--- src/rtl/victim_cache.sv ---
module victim_cache #(
  parameter int N      = 4,
  parameter int TAG_W  = 27,
  parameter int LINE_W = 256
) (
  input  logic              clk,
  input  logic              rst_n,
  input  logic              ins_valid,
  input  logic [TAG_W-1:0]  ins_tag,
  input  logic [LINE_W-1:0] ins_line,
  input  logic              lkp_valid,
  input  logic [TAG_W-1:0]  lkp_tag,
  output logic              lkp_hit,
  output logic [LINE_W-1:0] lkp_line,
  input  logic              swap_valid,
  input  logic [TAG_W-1:0]  swap_tag,
  input  logic [LINE_W-1:0] swap_line
);
  localparam int AW = (N > 1) ? $clog2(N) : 1;

  logic [N-1:0]             valid_q;
  logic [N-1:0]             match;
  logic [N-1:0][TAG_W-1:0]  tag_q;
  logic [N-1:0][LINE_W-1:0] line_q;
  logic [N-1:0][AW-1:0]     age_q;
  logic [AW-1:0]            hidx, slot, tidx;
  logic                     do_swap, do_free, do_ins, touch;

  for (genvar i = 0; i < N; i++) begin : g_cmp
    assign match[i] = lkp_valid && valid_q[i] && (tag_q[i] == lkp_tag);
  end

  assign lkp_hit = |match;
  assign do_swap = lkp_hit && swap_valid;
  assign do_free = lkp_hit && !swap_valid;
  assign do_ins  = ins_valid && !lkp_hit;
  assign touch   = do_swap || do_ins;
  assign tidx    = do_swap ? hidx : slot;

  always_comb begin
    lkp_line = '0;
    hidx     = '0;
    for (int i = 0; i < N; i++)
      if (match[i]) begin
        lkp_line = lkp_line | line_q[i];
        hidx     = AW'(i);
      end
  end

  always_comb begin
    slot = '0;
    for (int i = 0; i < N; i++)
      if (age_q[i] == '0) slot = AW'(i);
    for (int i = N - 1; i >= 0; i--)
      if (!valid_q[i]) slot = AW'(i);
  end

  always_ff @(posedge clk) begin
    if (!rst_n) begin
      valid_q <= '0;
      for (int i = 0; i < N; i++) age_q[i] <= AW'(i);
    end else begin
      if (do_free) valid_q[hidx] <= 1'b0;
      if (touch) begin
        valid_q[tidx] <= 1'b1;
        for (int j = 0; j < N; j++)
          if (AW'(j) == tidx) age_q[j] <= AW'(N - 1);
          else if (age_q[j] > age_q[tidx]) age_q[j] <= age_q[j] - 1'b1;
      end
    end
  end

  always_ff @(posedge clk) begin
    if (touch) begin
      tag_q[tidx]  <= do_swap ? swap_tag  : ins_tag;
      line_q[tidx] <= do_swap ? swap_line : ins_line;
    end
  end
endmodule


--- config.mk ---
export PLATFORM = sky130hd
export DESIGN_NAME = victim_cache
export DESIGN_NICKNAME = d
export VERILOG_FILES = /design/src/rtl/victim_cache.sv
export SDC_FILE = /design/constraint.sdc
export NUM_CORES = 2
export LEC_CHECK = 0
export BUFFER_PORTS_ARGS = -buffer_cell sky130_fd_sc_hd__buf_2
export CORE_MARGIN = 5
export CORE_UTILIZATION = 40
export CTS_CLUSTER_SIZE = 20
export DETAILED_ROUTE_END_ITERATION = 16
export MAX_ROUTING_LAYER = met4
export PLACE_DENSITY = 0.7
export SYNTH_ARGS = -nofsm -noshare
export SYNTH_HDL_FRONTEND = slang
export SYNTH_SLANG_ARGS = --single-unit
--- constraint.sdc ---
create_clock -name clk -period 32 [get_ports clk]
set_input_delay 6.4 -clock clk [delete_from_list [all_inputs] [get_ports clk]]
set_output_delay 6.4 -clock clk [all_outputs]
set_load 0.05 [all_outputs]
==> metrics.txt <==
status=completed; H-tree depth=3; Clk Latency, worst-skew pair=700 ps; I/O Pins=855; FP Rows=123; Max clock buf depth=3; routed via count=30020; Distinct cells, synth=58; sequential area share after synthesis=75.31%; number of synthesized flops with an enable pin=1132; Area Growth Syn to Fin=21.01%; switching part of the total=21.11%; critical path fanouts, max=69; Leak=21.77 nW; final worst-path cycle share=53.11%; CTS root buf=clkbuf_16; CP Class=primary input to primary output; DP Area=51270 sq um; TritonRoute pass-1 iters=5; Ys Warns=0; f_max=58.84 MHz; Avg Cell Area, Syn=13.78 sq um; Die X=347.1 um; pre-CTS setup slack=15050 ps; initial antenna violation count=4; Final Wtd Congestion=1.006; total grt overflow=0; placed insts=5498; fin area=55010 sq um; Setup TNS=0 ps; main flop type after synthesis=edfxtp_1; Final WS setup=15000 ps; buffer count from post-CTS setup fixing=0; CTS tree=yes; Hold Path Sink=age_q[4]; Filler cells=9681; CTS Buf Count=113; unrepaired setup endpoints after global routing=no; Async SR Flop Fraction=0%; syn_nets=3904; wirelength, routed=124500 um; Max Cap Viol=0; internal power=2.519 mW; register area=34230 sq um; actual slew at the worst max-slew pin=1201 ps; WL/cell=21.80 um; RR Endpoint=line_q[223]; Clock Power Share=41.1%; Setup Skew=50.38 ps; I/O Buffers=854; pwr dens=58.04 nW/um^2; antenna-violating nets left=0; initial drt markers=2780; Max IR drop VDD=0.00004894 V; clk slew on worst S/H paths=60 ps; Synth top area share=74.78%; Initial Util=40.35%; first-pass GRT wire length=181400 um; startpoint types=primary input; Cell Area, Synth=45450 sq um; Tmin final=17000 ps; Max Transition Viols Final=0; Die H=347.1 um; setup violators final=0; power share of the combinational group=4.9%; hold_sp=age_q[4]; post-detail-place hpwl=83030 um; largest net degree at the start of global routing=150; hold depth=2; Non-Filler Instances=5712; core area=112700 sq um; CP endpoint kind=primary output; Hold Crit Class=flop to flop; cts hold-fix bufs=0; DIE AREA=120500 sq um; GRT Resource Usage Total=20.20%; FF-to-FF Start=tag_q[25]; share of cells above drive strength 1=25.61%; DR DRC count=0; switching power=673.9 uW; fin nets=4718; synthesis-stage register bit count=1144; main area contributors after synthesis=edfxtp_1, nand2_1, a22oi_1, xor2_1, clkbuf_1; Slew HR=17.88%; utilization after layout=48.83%; Worst Path Arrival=10600 ps; vias in the first global route=29060; CTS sink count=1144; Req. time, crit path=25600 ps; Multi-input gate area=10500 sq um; Flop pwr share=54.0%; R2R setup slack=25840 ps; Mapped Cells=3299; post-CTS sizing=0; Yosys top cell by area=edfxtp_1; drt via density=5.256; final hold violations=0; cells on worst reg2reg path=11
power by group through the flow:
| stage | Combinational, mW | Clock (mW) | Sequential [mW] |
|---|---|---|---|
| 2_1_floorplan | 0.0738 | 0 | 1.78 |
| 3_3_place_gp | 0.154 | 0 | 1.75 |
| 3_5_place_dp | 0.156 | 0 | 1.76 |
| 4_1_cts | 0.157 | 1.34 | 1.72 |
| 5_1_grt | 0.171 | 1.40 | 1.73 |
| 6_report | 0.156 | 1.31 | 1.72 |
flip-flops by register name, indices dropped and copies added, names as in the netlist:
register	flops
age_q	8
line_q	1024
tag_q	108
valid_q	4
layout by cell type (no fill, tap or decap), types with 26 or more instances in the layout:
cell type / count
a22oi_1: 514
buf_2: 854
buf_4: 27
clkbuf_16: 115
clkinv_2: 26
edfxtp_1: 1132
nand2_1: 1133
nor4_1: 37
xnor2_1: 38
xor2_1: 75
routing by layer:
layer  track usage (%)  wire (um)
met5                 -          0
met3             4.072       9415
met1             25.20      48520
met4             7.961       4532
met2             32.69      62040
cell usage after synthesis, types with 4 or more instances:
master    count
a211oi_1      6
a21oi_1       8
a22oi_1     514
and2_1        4
buf_1        14
clkbuf_1    172
dfxtp_1      12
edfxtp_1   1132
ha_1          7
inv_1        14
mux2i_1       4
nand2_1    1134
nand3_1       4
nand4_1      18
nor2_1       22
nor3_1        7
nor4_1       37
o211a_1       4
o211ai_1      6
o21ai_0       6
xnor2_1      38
xor2_1       75
per-stage QoR:
step                      hold slack, ps  power [mW]
after floorplan                    460.1       1.850
after global placement             484.7       1.909
after detailed placement           484.2       1.912
after CTS                          493.3       3.218
after global routing               511.5       3.301
final                              504.3       3.192
logic make-up after synthesis:
kind of cell             Yosys count  synth area share (%)
buffers and inverters            202                 1.674
XOR/XNOR                         113                 2.177
flip-flops                      1144                 75.31
AO/OA/AOI/OAI                    582                 9.667
AND/OR/NAND/NOR                 1247                 10.89
multiplexers                       4               0.08809
adder cells (fa/ha/maj)            7                0.1927
final cells by class:
class | count | share of cell area, %
repair buffers | 887 | 8.357
clock inverters | 74 | 1.385
diodes | 6 | 0.02730
inverters | 14 | 0.1228
multi-input cells | 1953 | 19.08
clock buffers | 134 | 5.380
flip-flops and latches | 1144 | 62.24
well taps | 1500 | 3.412
critical path: stages:
cell and delay [ps]:
buf_2 150, xnor2_1 290, nand4_1 130, or4_1 610, nor2_4 130, buf_4 620, buf_4 770, buf_4 680
a22oi_1 200, nand2_1 160, buf_2 280
worst max path at each step:
| stage | start | end | slack, ps | depth (start not counted) |
|---|---|---|---|---|
| global placement | lkp_tag[0] | lkp_line[170] | 15090 | 11 |
| global route | lkp_tag[2] | lkp_line[220] | 14800 | 10 |
| finish | lkp_tag[0] | lkp_line[220] | 15000 | 11 |
| detailed placement | lkp_tag[0] | lkp_line[220] | 15050 | 11 |
| CTS | lkp_tag[0] | lkp_line[220] | 15030 | 11 |
| floorplan | lkp_tag[15] | valid_q[0] | 3090 | 10 |
Note: power is estimated with default switching activity, not from simulation.
